[src/rtl/csn_pkg.sv]
package csn_pkg;

    // Sample points counted in half-etu steps from the start edge.
    localparam int unsigned HIDX_W = 5;
    localparam logic [HIDX_W-1:0] PT_START  = 5'd1;
    localparam logic [HIDX_W-1:0] PT_DATA_LO = 5'd3;
    localparam logic [HIDX_W-1:0] PT_DATA_HI = 5'd17;
    localparam logic [HIDX_W-1:0] PT_PARITY = 5'd19;
    localparam logic [HIDX_W-1:0] PT_ERR    = 5'd22;
    localparam logic [HIDX_W-1:0] PT_END    = 5'd24;

    // Synchroniser lane positions.
    localparam int unsigned LANE_RST = 0;
    localparam int unsigned LANE_CLK = 1;
    localparam int unsigned LANE_IO  = 2;
    localparam int unsigned LANES    = 3;

    typedef enum logic [1:0] {
        RX_IDLE  = 2'd0,
        RX_RUN   = 2'd1,
        RX_DRAIN = 2'd2
    } rx_state_e;

    typedef struct packed {
        logic       err;
        logic       start_lvl;
        logic       parity;
        logic [7:0] data;
    } char_rec_t;

    function automatic logic is_data_pt(input logic [HIDX_W-1:0] idx);
        return (idx >= PT_DATA_LO) && (idx <= PT_DATA_HI) && idx[0];
    endfunction

    function automatic logic [2:0] data_slot(input logic [HIDX_W-1:0] idx);
        logic [HIDX_W-1:0] rel;
        rel = idx - PT_DATA_LO;
        return rel[3:1];
    endfunction

endpackage

[src/rtl/csn_sync.sv]
module csn_sync #(
    parameter int unsigned W      = 3,
    parameter int unsigned STAGES = 2,
    parameter logic [W-1:0] RST_VAL = '0
) (
    input  logic         clk,
    input  logic         rst,
    input  logic [W-1:0] d,
    output logic [W-1:0] q
);
    logic [W-1:0] stg [STAGES];

    for (genvar s = 0; s < STAGES; s++) begin : g_stage
        if (s == 0) begin : g_first
            always_ff @(posedge clk) begin
                if (rst) stg[s] <= RST_VAL;
                else     stg[s] <= d;
            end
        end else begin : g_next
            always_ff @(posedge clk) begin
                if (rst) stg[s] <= RST_VAL;
                else     stg[s] <= stg[s-1];
            end
        end
    end

    assign q = stg[STAGES-1];
endmodule

[src/rtl/csn_half_reg.sv]
module csn_half_reg #(
    parameter int unsigned HALF_W   = 12,
    parameter int unsigned HALF_RST = 186
) (
    input  logic              clk,
    input  logic              rst,
    input  logic              we,
    input  logic [HALF_W-1:0] din,
    output logic [HALF_W-1:0] q
);
    localparam logic [HALF_W-1:0] RST_VAL = HALF_W'(HALF_RST);

    always_ff @(posedge clk) begin
        if (rst)
            q <= RST_VAL;
        else if (we && (din != '0))
            q <= din;
    end
endmodule

[src/rtl/csn_rx_engine.sv]
module csn_rx_engine
    import csn_pkg::*;
#(
    parameter int unsigned HALF_W = 12
) (
    input  logic              clk,
    input  logic              rst,
    input  logic              card_rst_s,
    input  logic              clk_tick,
    input  logic              io_s,
    input  logic [HALF_W-1:0] half_etu,
    output char_rec_t         rec,
    output logic              rec_valid,
    output logic              busy
);
    localparam logic [HALF_W-1:0] ONE = HALF_W'(1);

    rx_state_e         state;
    logic [HALF_W-1:0] sub;
    logic [HALF_W-1:0] cur_half;
    logic [HIDX_W-1:0] hidx;
    logic [HIDX_W-1:0] hidx_nxt;
    logic              io_prev;
    logic              step;
    char_rec_t         work;

    assign hidx_nxt = hidx + 5'd1;
    assign step     = clk_tick && (sub == cur_half - ONE);
    assign busy     = (state != RX_IDLE);

    always_ff @(posedge clk) begin
        if (rst) begin
            state     <= RX_IDLE;
            sub       <= '0;
            hidx      <= '0;
            cur_half  <= ONE;
            work      <= '0;
            rec       <= '0;
            rec_valid <= 1'b0;
            io_prev   <= 1'b1;
        end else begin
            io_prev   <= io_s;
            rec_valid <= 1'b0;
            if (!card_rst_s) begin
                state <= RX_IDLE;
            end else begin
                unique case (state)
                    RX_IDLE: begin
                        if (io_prev && !io_s) begin
                            state    <= RX_RUN;
                            sub      <= '0;
                            hidx     <= '0;
                            cur_half <= half_etu;
                            work     <= '0;
                        end
                    end
                    RX_RUN: begin
                        if (step) begin
                            sub  <= '0;
                            hidx <= hidx_nxt;
                            if (hidx_nxt == PT_START)
                                work.start_lvl <= io_s;
                            if (is_data_pt(hidx_nxt))
                                work.data[data_slot(hidx_nxt)] <= io_s;
                            if (hidx_nxt == PT_PARITY)
                                work.parity <= io_s;
                            if (hidx_nxt == PT_ERR)
                                work.err <= ~io_s;
                            if (hidx_nxt == PT_END) begin
                                rec       <= work;
                                rec_valid <= 1'b1;
                                state     <= io_s ? RX_IDLE : RX_DRAIN;
                            end
                        end else if (clk_tick) begin
                            sub <= sub + ONE;
                        end
                    end
                    RX_DRAIN: begin
                        if (io_s) state <= RX_IDLE;
                    end
                    default: state <= RX_IDLE;
                endcase
            end
        end
    end
endmodule

[src/rtl/cardline_sniffer.sv]
module cardline_sniffer
    import csn_pkg::*;
#(
    parameter int unsigned HALF_W   = 12,
    parameter int unsigned HALF_RST = 186,
    parameter int unsigned SYNC_STAGES = 2
) (
    input  logic              clk,
    input  logic              rst,
    input  logic              card_rst_in,
    input  logic              card_clk_in,
    input  logic              card_io_in,
    input  logic              half_etu_we,
    input  logic [HALF_W-1:0] half_etu_din,
    output logic              char_valid,
    output logic [7:0]        char_data,
    output logic              char_parity,
    output logic              char_start_lvl,
    output logic              char_err
);
    localparam logic [LANES-1:0] SYNC_RST = 3'b100;

    logic [LANES-1:0]  lanes_raw;
    logic [LANES-1:0]  lanes_s;
    logic              card_rst_s;
    logic              clk_s;
    logic              io_s;
    logic              clk_prev;
    logic              clk_tick;
    logic [HALF_W-1:0] half_cur;
    logic              rx_busy;
    char_rec_t         rec;

    assign lanes_raw[LANE_RST] = card_rst_in;
    assign lanes_raw[LANE_CLK] = card_clk_in;
    assign lanes_raw[LANE_IO]  = card_io_in;

    csn_sync #(.W(LANES), .STAGES(SYNC_STAGES), .RST_VAL(SYNC_RST)) u_sync (
        .clk (clk),
        .rst (rst),
        .d   (lanes_raw),
        .q   (lanes_s)
    );

    assign card_rst_s = lanes_s[LANE_RST];
    assign clk_s      = lanes_s[LANE_CLK];
    assign io_s       = lanes_s[LANE_IO];

    always_ff @(posedge clk) begin
        if (rst) clk_prev <= 1'b0;
        else     clk_prev <= clk_s;
    end
    assign clk_tick = clk_s && !clk_prev;

    csn_half_reg #(.HALF_W(HALF_W), .HALF_RST(HALF_RST)) u_half (
        .clk (clk),
        .rst (rst),
        .we  (half_etu_we),
        .din (half_etu_din),
        .q   (half_cur)
    );

    csn_rx_engine #(.HALF_W(HALF_W)) u_rx (
        .clk        (clk),
        .rst        (rst),
        .card_rst_s (card_rst_s),
        .clk_tick   (clk_tick),
        .io_s       (io_s),
        .half_etu   (half_cur),
        .rec        (rec),
        .rec_valid  (char_valid),
        .busy       (rx_busy)
    );

    assign char_data      = rec.data;
    assign char_parity    = rec.parity;
    assign char_start_lvl = rec.start_lvl;
    assign char_err       = rec.err;
endmodule

[config.mk]
export PLATFORM = sky130hd
export DESIGN_NAME = cardline_sniffer
export DESIGN_NICKNAME = d
export VERILOG_FILES = /design/src/rtl/csn_pkg.sv /design/src/rtl/csn_sync.sv /design/src/rtl/csn_half_reg.sv /design/src/rtl/csn_rx_engine.sv /design/src/rtl/cardline_sniffer.sv
export SDC_FILE = /design/constraint.sdc
export NUM_CORES = 1
export LEC_CHECK = 0
export BUFFER_PORTS_ARGS = -buffer_cell sky130_fd_sc_hd__buf_2
export CAP_MARGIN = 20
export CORE_AREA = 2 2 90 92
export DETAILED_ROUTE_END_ITERATION = 16
export DIE_AREA = 0 0 92 94
export GPL_ROUTABILITY_DRIVEN = 0
export PLACE_DENSITY = 0.77
export REMOVE_ABC_BUFFERS = 1
export SLEW_MARGIN = 20
export SYNTH_ARGS = -nofsm -noshare
export SYNTH_HDL_FRONTEND = slang
export SYNTH_SLANG_ARGS = --single-unit
[constraint.sdc]
create_clock -name clk -period 3.09 [get_ports clk]
set_input_delay 0.7725 -clock clk [delete_from_list [all_inputs] [get_ports clk]]
set_output_delay 0.7725 -clock clk [all_outputs]
set_load 0.02 [all_outputs]
==> reports/qor.yml <==
path_buf_inv: 1
power_density_nw_per_um2: 433
switchingPower_w: 0.000427
p_leak_nw: 1.73
detail-route-antenna-nets: 0
tightest_slew_ps: 695
layoutNonFillerInstCount: 579
cts_buffer_depth: 2
synth-warning-count: 0
setup_viol: 0
antenna_cells: 0
syn_area_per_cell_um2: 8.39
synthMuxAreaShare_pct: 8.37
grt_usage_pct: 19.7
power_w: 0.00183
syn_inst: 444
dpl_cell_area_um2: 3970
core_area_um2: 7610
synth_top_family_by_area: "simple AND/OR/NAND/NOR gates"
cp_common_cell: "o31a_1"
slew_headroom_pct: 53.3
worstSetupPathType: "register to register"
drt_iter0_drc: 153
clkPwrFrac_pct: 42.2
vdd_drop_max_mv: 0.223
nets: 497
cts_buffers: 9
drv_slew: 0
finish.instance_area_um2: 4220
grt_max_degree: 35
seqCellArea_um2: 1480
synth-xor-area-share_pct: 5.65
io_buffers: 29
dr_wl_met3_um: 377
endpoint_kind: "register"
yosysSeqAreaShare_pct: 39.8
io_pins: 30
worst_ep_arrival_time_ps: 3220
max_stage_delay_ps: 580
start_util_pct: 48.9
fillers: 702
dp.final_hpwl_mm: 5.97
pwr-share-comb_pct: 4.4
cpMaxStageDelayCell: "or4_4"
routed_wl_mm: 7.97
max_clock_freq_mhz: 341
skew_ps: 15.3
synth_fa_ha_area_share_pct: 2.35
die_w_um: 92
synth_edf_count: 0
internal-power_w: 0.00140
setup_tns_ps: 0
antenna_found_initial: 0
clkTransAtPathRegs_ps: 80
vias_per_cell: 5.49
met2WireLength_mm: 3.90
async_reset_ff_share_pct: 0
drive_gt1_share_pct: 14.9
dp.cells: 562
synth_cell_types: 55
swShare_pct: 23.3
path_cells: "inv_1 -> ha_2 -> or4b_4 -> o31a_1 -> a311oi_2 -> nand2_1 -> or4_4 -> o31a_1 -> nor3_2"
ys_ff_latch: 74
finalCritPeriodShare_pct: 94.8
cp_max_fo: 11
status: "completed"
area_growth_pct: 13.4
cts_tree: "yes"
htreeDepth: 3
synth_compound_area_share_pct: 12.0
finalHoldViolations: 0
grt_pass1_wl_mm: 13.5
grt_pass1_vias: 3028
vias: 3180
synth.cell_area_um2: 3720
routed.top_layer: "met4"
cts_root_buf: "clkbuf_8"
cp-start-kind: "register"
die_h_um: 94
drc: 0
drv_cap: 0
rows: 32
period_needed_ps: 2930
seq_power_share_pct: 53.4
wl_per_cell_um: 13.8
drtPass1Iterations: 5
yosys_most_used_dff: "dfxtp_1"
multi_input_area_um2: 2140
insertion_delay_ps: 360
gr-total-overflow: 0
dieArea_um2: 8650
worst_hold_path_type: "register to register"
wl_met1_mm: 3.42
critPathRequiredTime_ps: 3380
clock_sinks: 74
path_delay_family: "simple AND/OR/NAND/NOR gates"
synth-simple-area-share_pct: 28.1
[layout make-up]
cell class,count,share of cell area [%]
multi-input combinational,336,50.6
sequential,74,35.1
timing repair buffer,40,5.39
clock buffer,10,3.26
tap,102,3.02
clock inverter,6,1.69
inverter,11,0.977
[power groups by stage]
stage	Combinational (W)	Clock [W]	Sequential [W]
floorplan	0.0000416	0	0.000997
global route	0.0000923	0.000829	0.000979
CTS	0.0000799	0.000794	0.000977
detailed placement	0.0000791	0	0.000999
finish	0.0000809	0.000771	0.000977
global placement	0.0000770	0	0.000999
[worst paths after layout]
check | from | to | slack, ps | cells after the start
setup / recovery | u_rx.cur_half[0]$_SDFFE_PP1P_ | u_rx.work[9]$_SDFFE_PP0P_ | 160 | 9
hold / removal | u_sync.stg[0][2]$_SDFF_PP1_ | u_sync.stg[1][2]$_SDFF_PP1_ | 410 | 1
setup reg to reg | u_rx.cur_half[0]$_SDFFE_PP1P_ | u_rx.work[9]$_SDFFE_PP0P_ | 160 | 9
hold reg to reg | u_sync.stg[0][2]$_SDFF_PP1_ | u_sync.stg[1][2]$_SDFF_PP1_ | 410 | 1
[routing by layer]
metal,global-route usage (%),vias up
met5,0,-
met4,11.4,0
met3,4.25,25
met2,35.5,79
met1,21.2,1459
li1,-,1617
[synthesized netlist by cell type, drive strengths merged (5+ instances only)]
library cell / number / area (um^2)
a211oi: 6 / 45.0
a21oi: 19 / 95.1
and2: 5 / 31.3
clkbuf: 19 / 71.3
dfxtp: 74 / 1480
ha: 7 / 87.6
inv: 11 / 41.3
mux2i: 30 / 300
nand2: 54 / 203
nand2b: 10 / 62.6
nand3: 18 / 90.1
nand4: 12 / 75.1
nor2: 55 / 206
nor2b: 9 / 56.3
nor3: 13 / 65.1
nor3b: 5 / 37.5
nor4: 7 / 43.8
o21ai: 7 / 35.0
or2: 5 / 31.3
xnor2: 11 / 96.3
xor2: 13 / 114
[flip-flops by register name, indices dropped and copies added (netlist names)]
name            count
clk_prev            1
u_half.q           12
u_rx.cur_half      12
u_rx.hidx           5
u_rx.io_prev        1
u_rx.rec           11
u_rx.rec_valid      1
u_rx.state          2
u_rx.sub           12
u_rx.work          11
u_sync.stg          6
[placed cells by master (no fill, tap or decap), types with 5 or more instances in the layout]
cell	count
nor4_1	7
nand4_1	12
nor2b_1	9
nor2_1	55
nand3_1	18
buf_2	29
ha_1	6
and2_1	5
clkbuf_8	10
nand2_1	53
xor2_1	13
a21oi_1	19
nand2b_1	10
nor3_1	12
mux2i_1	30
xnor2_1	11
buf_4	11
dfxtp_1	74
nor3b_1	5
inv_1	11
a211oi_1	5
[through the flow]
| step | hold slack [ps] | worst slack [ps] | utilization, % |
|---|---|---|---|
| after floorplan | 389 | 166 | - |
| after global placement | 393 | 102 | 52.2 |
| after detailed placement | 394 | -17.0 | 52.2 |
| after CTS | 412 | 64.0 | 55.1 |
| after global routing | 438 | -6.18 | 55.5 |
| final | 409 | 161 | 55.5 |
[cells by family (layout without fill, tap and decap cells)]
group,after synthesis,count (layout)
multiplexers,31,31
XOR/XNOR,24,24
adder cells (fa/ha/maj),7,7
flip-flops,74,74
AND/OR/NAND/NOR,211,211
AO/OA/AOI/OAI,63,63
buffers and inverters,34,67
[what timing repair did]
| item | 4_1_cts | 5_1_grt |
|---|---|---|
| resized for setup | 2 | 6 |
| endpoints found under the setup margin | 11 | 21 |
| pin swaps | 0 | 2 |
| hold buffers | 0 | 0 |
| setup buffers | 0 | 1 |
| hold endpoints to repair | 0 | 0 |
Power figures use the tool's default switching activity.
